[src/rtl/pc_sequencer_pkg.sv]
package pc_sequencer_pkg;

  // winning operation of a cycle, listed from lowest to highest priority
  typedef enum logic [2:0] {
    PCOP_HOLD,
    PCOP_STEP,
    PCOP_LOWR,
    PCOP_RET,
    PCOP_JMP,
    PCOP_CALL,
    PCOP_IRQ
  } pc_op_e;

  function automatic logic op_saves(input pc_op_e op);
    return (op == PCOP_CALL) || (op == PCOP_IRQ);
  endfunction

endpackage

[src/rtl/pcs_arbiter.sv]
module pcs_arbiter
  import pc_sequencer_pkg::*;
(
  input  logic   step_i,
  input  logic   jmp_i,
  input  logic   call_i,
  input  logic   irq_i,
  input  logic   ret_i,
  input  logic   lo_we_i,
  output pc_op_e op_o
);

  always_comb begin
    if (irq_i)        op_o = PCOP_IRQ;
    else if (call_i)  op_o = PCOP_CALL;
    else if (jmp_i)   op_o = PCOP_JMP;
    else if (ret_i)   op_o = PCOP_RET;
    else if (lo_we_i) op_o = PCOP_LOWR;
    else if (step_i)  op_o = PCOP_STEP;
    else              op_o = PCOP_HOLD;
  end

endmodule

[src/rtl/pcs_latch.sv]
module pcs_latch #(
  parameter int W = 5
) (
  input  logic         clk,
  input  logic         rst_n,
  input  logic         we_i,
  input  logic [W-1:0] wdata_i,
  output logic [W-1:0] q_o
);

  always_ff @(posedge clk or negedge rst_n) begin
    if (!rst_n)    q_o <= '0;
    else if (we_i) q_o <= wdata_i;
  end

endmodule

[src/rtl/pcs_ring.sv]
module pcs_ring #(
  parameter int DEPTH = 8,
  parameter int W     = 13
) (
  input  logic         clk,
  input  logic         rst_n,
  input  logic         push_i,
  input  logic         pop_i,
  input  logic [W-1:0] push_data_i,
  output logic [W-1:0] top_o
);

  localparam int SP_W = (DEPTH > 1) ? $clog2(DEPTH) : 1;

  logic [SP_W-1:0] sp_q;
  logic [SP_W-1:0] below;
  logic [W-1:0]    slot [DEPTH];

  // index arithmetic wraps naturally because DEPTH is a power of two
  assign below = sp_q - 1'b1;
  assign top_o = slot[below];

  always_ff @(posedge clk or negedge rst_n) begin
    if (!rst_n)      sp_q <= '0;
    else if (push_i) sp_q <= sp_q + 1'b1;
    else if (pop_i)  sp_q <= below;
  end

  for (genvar i = 0; i < DEPTH; i++) begin : g_slot
    always_ff @(posedge clk or negedge rst_n) begin
      if (!rst_n)                                slot[i] <= '0;
      else if (push_i && (sp_q == SP_W'(i)))     slot[i] <= push_data_i;
    end
  end

endmodule

[src/rtl/pc_sequencer.sv]
module pc_sequencer
  import pc_sequencer_pkg::*;
#(
  parameter int PC_W    = 13,
  parameter int LO_W    = 8,
  parameter int TGT_W   = 11,
  parameter int DEPTH   = 8,
  parameter int IRQ_VEC = 4
) (
  input  logic                clk,
  input  logic                rst_n,
  input  logic                step_i,
  input  logic                jmp_i,
  input  logic                call_i,
  input  logic                irq_i,
  input  logic                ret_i,
  input  logic [TGT_W-1:0]    tgt_i,
  input  logic                lo_we_i,
  input  logic [LO_W-1:0]     lo_wdata_i,
  input  logic                page_we_i,
  input  logic [PC_W-LO_W-1:0] page_wdata_i,
  output logic [PC_W-1:0]     pc_o,
  output logic [LO_W-1:0]     pc_lo_o,
  output logic [PC_W-LO_W-1:0] page_o
);

  localparam int HI_W   = PC_W - LO_W;
  localparam int PAGE_W = PC_W - TGT_W;

  pc_op_e          op;
  logic [PC_W-1:0] pc_q, pc_d, pc_inc, ret_addr;
  logic [HI_W-1:0] page_q;

  pcs_arbiter u_arb (
    .step_i  (step_i),
    .jmp_i   (jmp_i),
    .call_i  (call_i),
    .irq_i   (irq_i),
    .ret_i   (ret_i),
    .lo_we_i (lo_we_i),
    .op_o    (op)
  );

  pcs_latch #(.W(HI_W)) u_page (
    .clk     (clk),
    .rst_n   (rst_n),
    .we_i    (page_we_i),
    .wdata_i (page_wdata_i),
    .q_o     (page_q)
  );

  pcs_ring #(.DEPTH(DEPTH), .W(PC_W)) u_ring (
    .clk         (clk),
    .rst_n       (rst_n),
    .push_i      (op_saves(op)),
    .pop_i       (op == PCOP_RET),
    .push_data_i (pc_inc),
    .top_o       (ret_addr)
  );

  assign pc_inc = pc_q + 1'b1;

  always_comb begin
    unique case (op)
      PCOP_IRQ:            pc_d = PC_W'(IRQ_VEC);
      PCOP_CALL, PCOP_JMP: pc_d = {page_q[HI_W-1 -: PAGE_W], tgt_i};
      PCOP_RET:            pc_d = ret_addr;
      PCOP_LOWR:           pc_d = {page_q, lo_wdata_i};
      PCOP_STEP:           pc_d = pc_inc;
      default:             pc_d = pc_q;
    endcase
  end

  always_ff @(posedge clk or negedge rst_n) begin
    if (!rst_n) pc_q <= '0;
    else        pc_q <= pc_d;
  end

  assign pc_o    = pc_q;
  assign pc_lo_o = pc_q[LO_W-1:0];
  assign page_o  = page_q;

endmodule

[config.mk]
export PLATFORM = sky130hd
export DESIGN_NAME = pc_sequencer
export DESIGN_NICKNAME = d
export VERILOG_FILES = /design/src/rtl/pc_sequencer_pkg.sv /design/src/rtl/pcs_arbiter.sv /design/src/rtl/pcs_latch.sv /design/src/rtl/pcs_ring.sv /design/src/rtl/pc_sequencer.sv
export SDC_FILE = /design/constraint.sdc
export NUM_CORES = 1
export LEC_CHECK = 0
export ABC_CLOCK_PERIOD_IN_PS = 5700
export CORE_MARGIN = 2
export CORE_UTILIZATION = 40
export CTS_CLUSTER_SIZE = 25
export DETAILED_ROUTE_END_ITERATION = 8
export DONT_BUFFER_PORTS = 1
export MAX_ROUTING_LAYER = met4
export PLACE_DENSITY = 0.54
export SLEW_MARGIN = 30
export SYNTH_ARGS = -nofsm -noshare
export SYNTH_HDL_FRONTEND = slang
export SYNTH_HIERARCHICAL = 1
export SYNTH_SLANG_ARGS = --single-unit
[constraint.sdc]
create_clock -name clk -period 5.7 [get_ports clk]
set_input_delay 1.14 -clock clk [delete_from_list [all_inputs] [get_ports clk]]
set_output_delay 1.14 -clock clk [all_outputs]
set_load 0.02 [all_outputs]
==> results.yml <==
run_status:
  status: "completed"
worst_setup_path:
  endpoint_kind: "register"
  cp-start-kind: "input port"
  r2r_end: "pc_o[8]"
  r2r_cells: 8
  cp.required_ns: 6.00
  crit_type: "input port to register"
  reg2reg_slack_ns: 2.51
  r2r_start: "u_ring/sp_q[1]"
  crit_fanout: 28
  worstPathArrival_ns: 3.84
floorplan:
  core-area_um2: 16470
  ios: 59
  die_area_um2: 17830
  die_h_um: 133.5
  start_util_pct: 40.77
  die_w_um: 133.5
  row_count: 47
clocking:
  clock-root-buffer: "clkbuf_16"
  cts_tree: "done"
  cts_resized: 0
  clk_latency_ns: 0.42
  cts_made_buffers: 17
  htreeDepth: 4
  cts_hold_buf: 0
  path_clk_slew_ns: 0.06
  cts_max_path_buffers: 2
  post-cts-setup-buffer-count: 0
  cts_num_sinks: 125
route:
  vias: 4526
  met2_length_um: 7438
  drt-met1-wl_um: 7459
  wl_per_cell_um: 21.09
  via_per_inst: 5.893
  remaining_drc_errors: 0
  first_iter_violations: 288
  wl_um: 16190
  antenna_left: 0
  dr.max_layer_used: "met4"
  met3_length_um: 992
  firstDrtPassIters: 4
logic_synthesis:
  synth-main-ff-cell: "dfrtp_1"
  synthArstFlopShare_pct: 100.0
  yosysWarnings: 6
  synthCells: 557
  syn_nets: 598
  synth.distinct_cells: 59
  syn_avg_cell_area_um2: 12.05
  synth_seq_area_share_pct: 46.60
  post-synth-top-area-cell: "dfrtp_1"
  synthTopCellsByArea: "dfrtp_1, mux2_2, mux2i_1"
  synth-edff-count: 0
  netlist_area_um2: 6713
  synth-seq-cells: 125
  synth.top_cell.area_share_pct: 46.60
timing:
  final_hold_viol_count: 0
  tightest_slew_ns: 0.9619
  rsz0062_at_grt: "no"
  hold_slack_ns: 0.4104
  setup_viol: 0
  fin_tns_setup_ns: 0
  min_period_over_period_pct: 62.14
  slew_viol_final: 0
  fin_skew_ns: 0.007376
  fmax_mhz: 282.3
  slew_headroom_pct: 35.69
  period_needed_ns: 3.542
power_and_ir_drop:
  max-vdd-ir-drop_v: 0.0003183
  finalPower_mw: 4.179
  power_density_nw_per_um2: 574.0
  leakage_nw: 3.209
final_layout:
  drive_gt1_share_pct: 29.93
  utilization_pct: 44.22
  final_cell_mix: "dfrtp_1, mux2_2, mux2i_1, a2111oi_0, and3_1"
  area.growth.synth_to_final_pct: 8.462
  final_common_cell: "dfrtp_1"
  fill_cells: 1538
  n_antenna_cell: 0
  nets: 576
run:
  cap_viol_max_count: 0
global_route:
  grt_max_degree: 126
  grt_overflow: 0
  grt_antenna_before_repair: 0
  grt_pass1_vias: 4461
  grt_first_pass_wirelength_um: 25920
  grt_usage_pct: 19.68
hold_path:
  hold_path_class: "input port to asynchronous set/reset pin"
placed_design:
  globalplace.congestion: 0.8250
  port_buffers: 0
  post-dp-hpwl_um: 10190
==> flip-flops by register name, summed over array words and instances, names as in the netlist <==
name / count
pc_o: 13
u_page/q_o: 5
u_ring/slot: 104
u_ring/sp_q: 3
==> worst max-delay path by stage <==
stage	start	endpoint	slack, ns	cells past startpoint
floorplan	lo_we_i	u_ring/slot[78]	2.59	10
CTS	lo_we_i	u_ring/slot[32]	2.16	7
global placement	lo_we_i	u_ring/slot[48]	1.80	7
detailed placement	lo_we_i	u_ring/slot[32]	1.73	7
global route	lo_we_i	u_ring/slot[91]	2.01	7
finish	lo_we_i	u_ring/slot[91]	2.16	7
==> cells in the mapped netlist, drive strengths merged, types with 3 or more instances <==
cell,instances
a21oi,4
and2b,3
nor2b,24
nor4,15
and3,29
nand3,20
nand4,3
inv,11
mux2,113
clkbuf,8
ha,8
nand2b,4
dfrtp,125
a221oi,8
mux2i,35
xor2,8
o31ai,3
buf,39
xnor2,9
nor3,3
a2111oi,26
a31o,3
o211ai,4
a22oi,3
nor2,15
nand2,13
==> metrics by stage <==
| step | setup WS, ns | cell area [um2] | cells |
|---|---|---|---|
| 2_1_floorplan | 2.589 | 6713 | 557 |
| 3_3_place_gp | 1.798 | 6751 | 736 |
| 3_5_place_dp | 1.733 | 6756 | 736 |
| 4_1_cts | 2.164 | 7272 | 768 |
| 5_1_grt | 2.007 | 7281 | 768 |
| 6_report | 2.158 | 7281 | 768 |
==> logic make-up (layout without fill, tap and decap cells) <==
family	count (synthesis)	count (layout)	share of synthesized area, %
adders and majority gates	8	8	1.491
muxes	148	148	24.18
and+or+nand+nor	135	135	12.00
DFF	125	125	46.60
AOI/OAI and AO/OA	66	66	8.220
buffers and inverters	58	49	5.070
xor gates and xnor gates	17	17	2.442
==> routing by layer <==
| metal | global-route usage [%] | vias up |
|---|---|---|
| met5 | - | - |
| met4 | 6.678 | 0 |
| met3 | 5.746 | 19 |
| met2 | 29.61 | 150 |
| met1 | 25.53 | 2333 |
| li1 | - | 2024 |
==> layout make-up <==
cell class,count,area (um2),area share (%)
multi-input combinational,374,3271,44.92
sequential,125,3129,42.98
clock buffer,25,475.5,6.530
tap,220,275.3,3.781
timing repair buffer,6,48.80,0.6702
inverter,11,41.29,0.5671
clock inverter,7,40.04,0.5499
==> report_power, final <==
group / internal [mW] / switching (mW)
logic: 0.783 / 0.946
clock network: 0.573 / 0.377
registers: 1.25 / 0.246
total: 2.61 / 1.57
==> critical path, stage by stage <==
cell	delay, ns
nand2b_1	0.16
a221oi_4	0.24
buf_4	0.37
xor2_1	0.17
and2_1	0.39
nand3_1	0.79
mux2_2	0.55
Power figures use the tool's default switching activity.
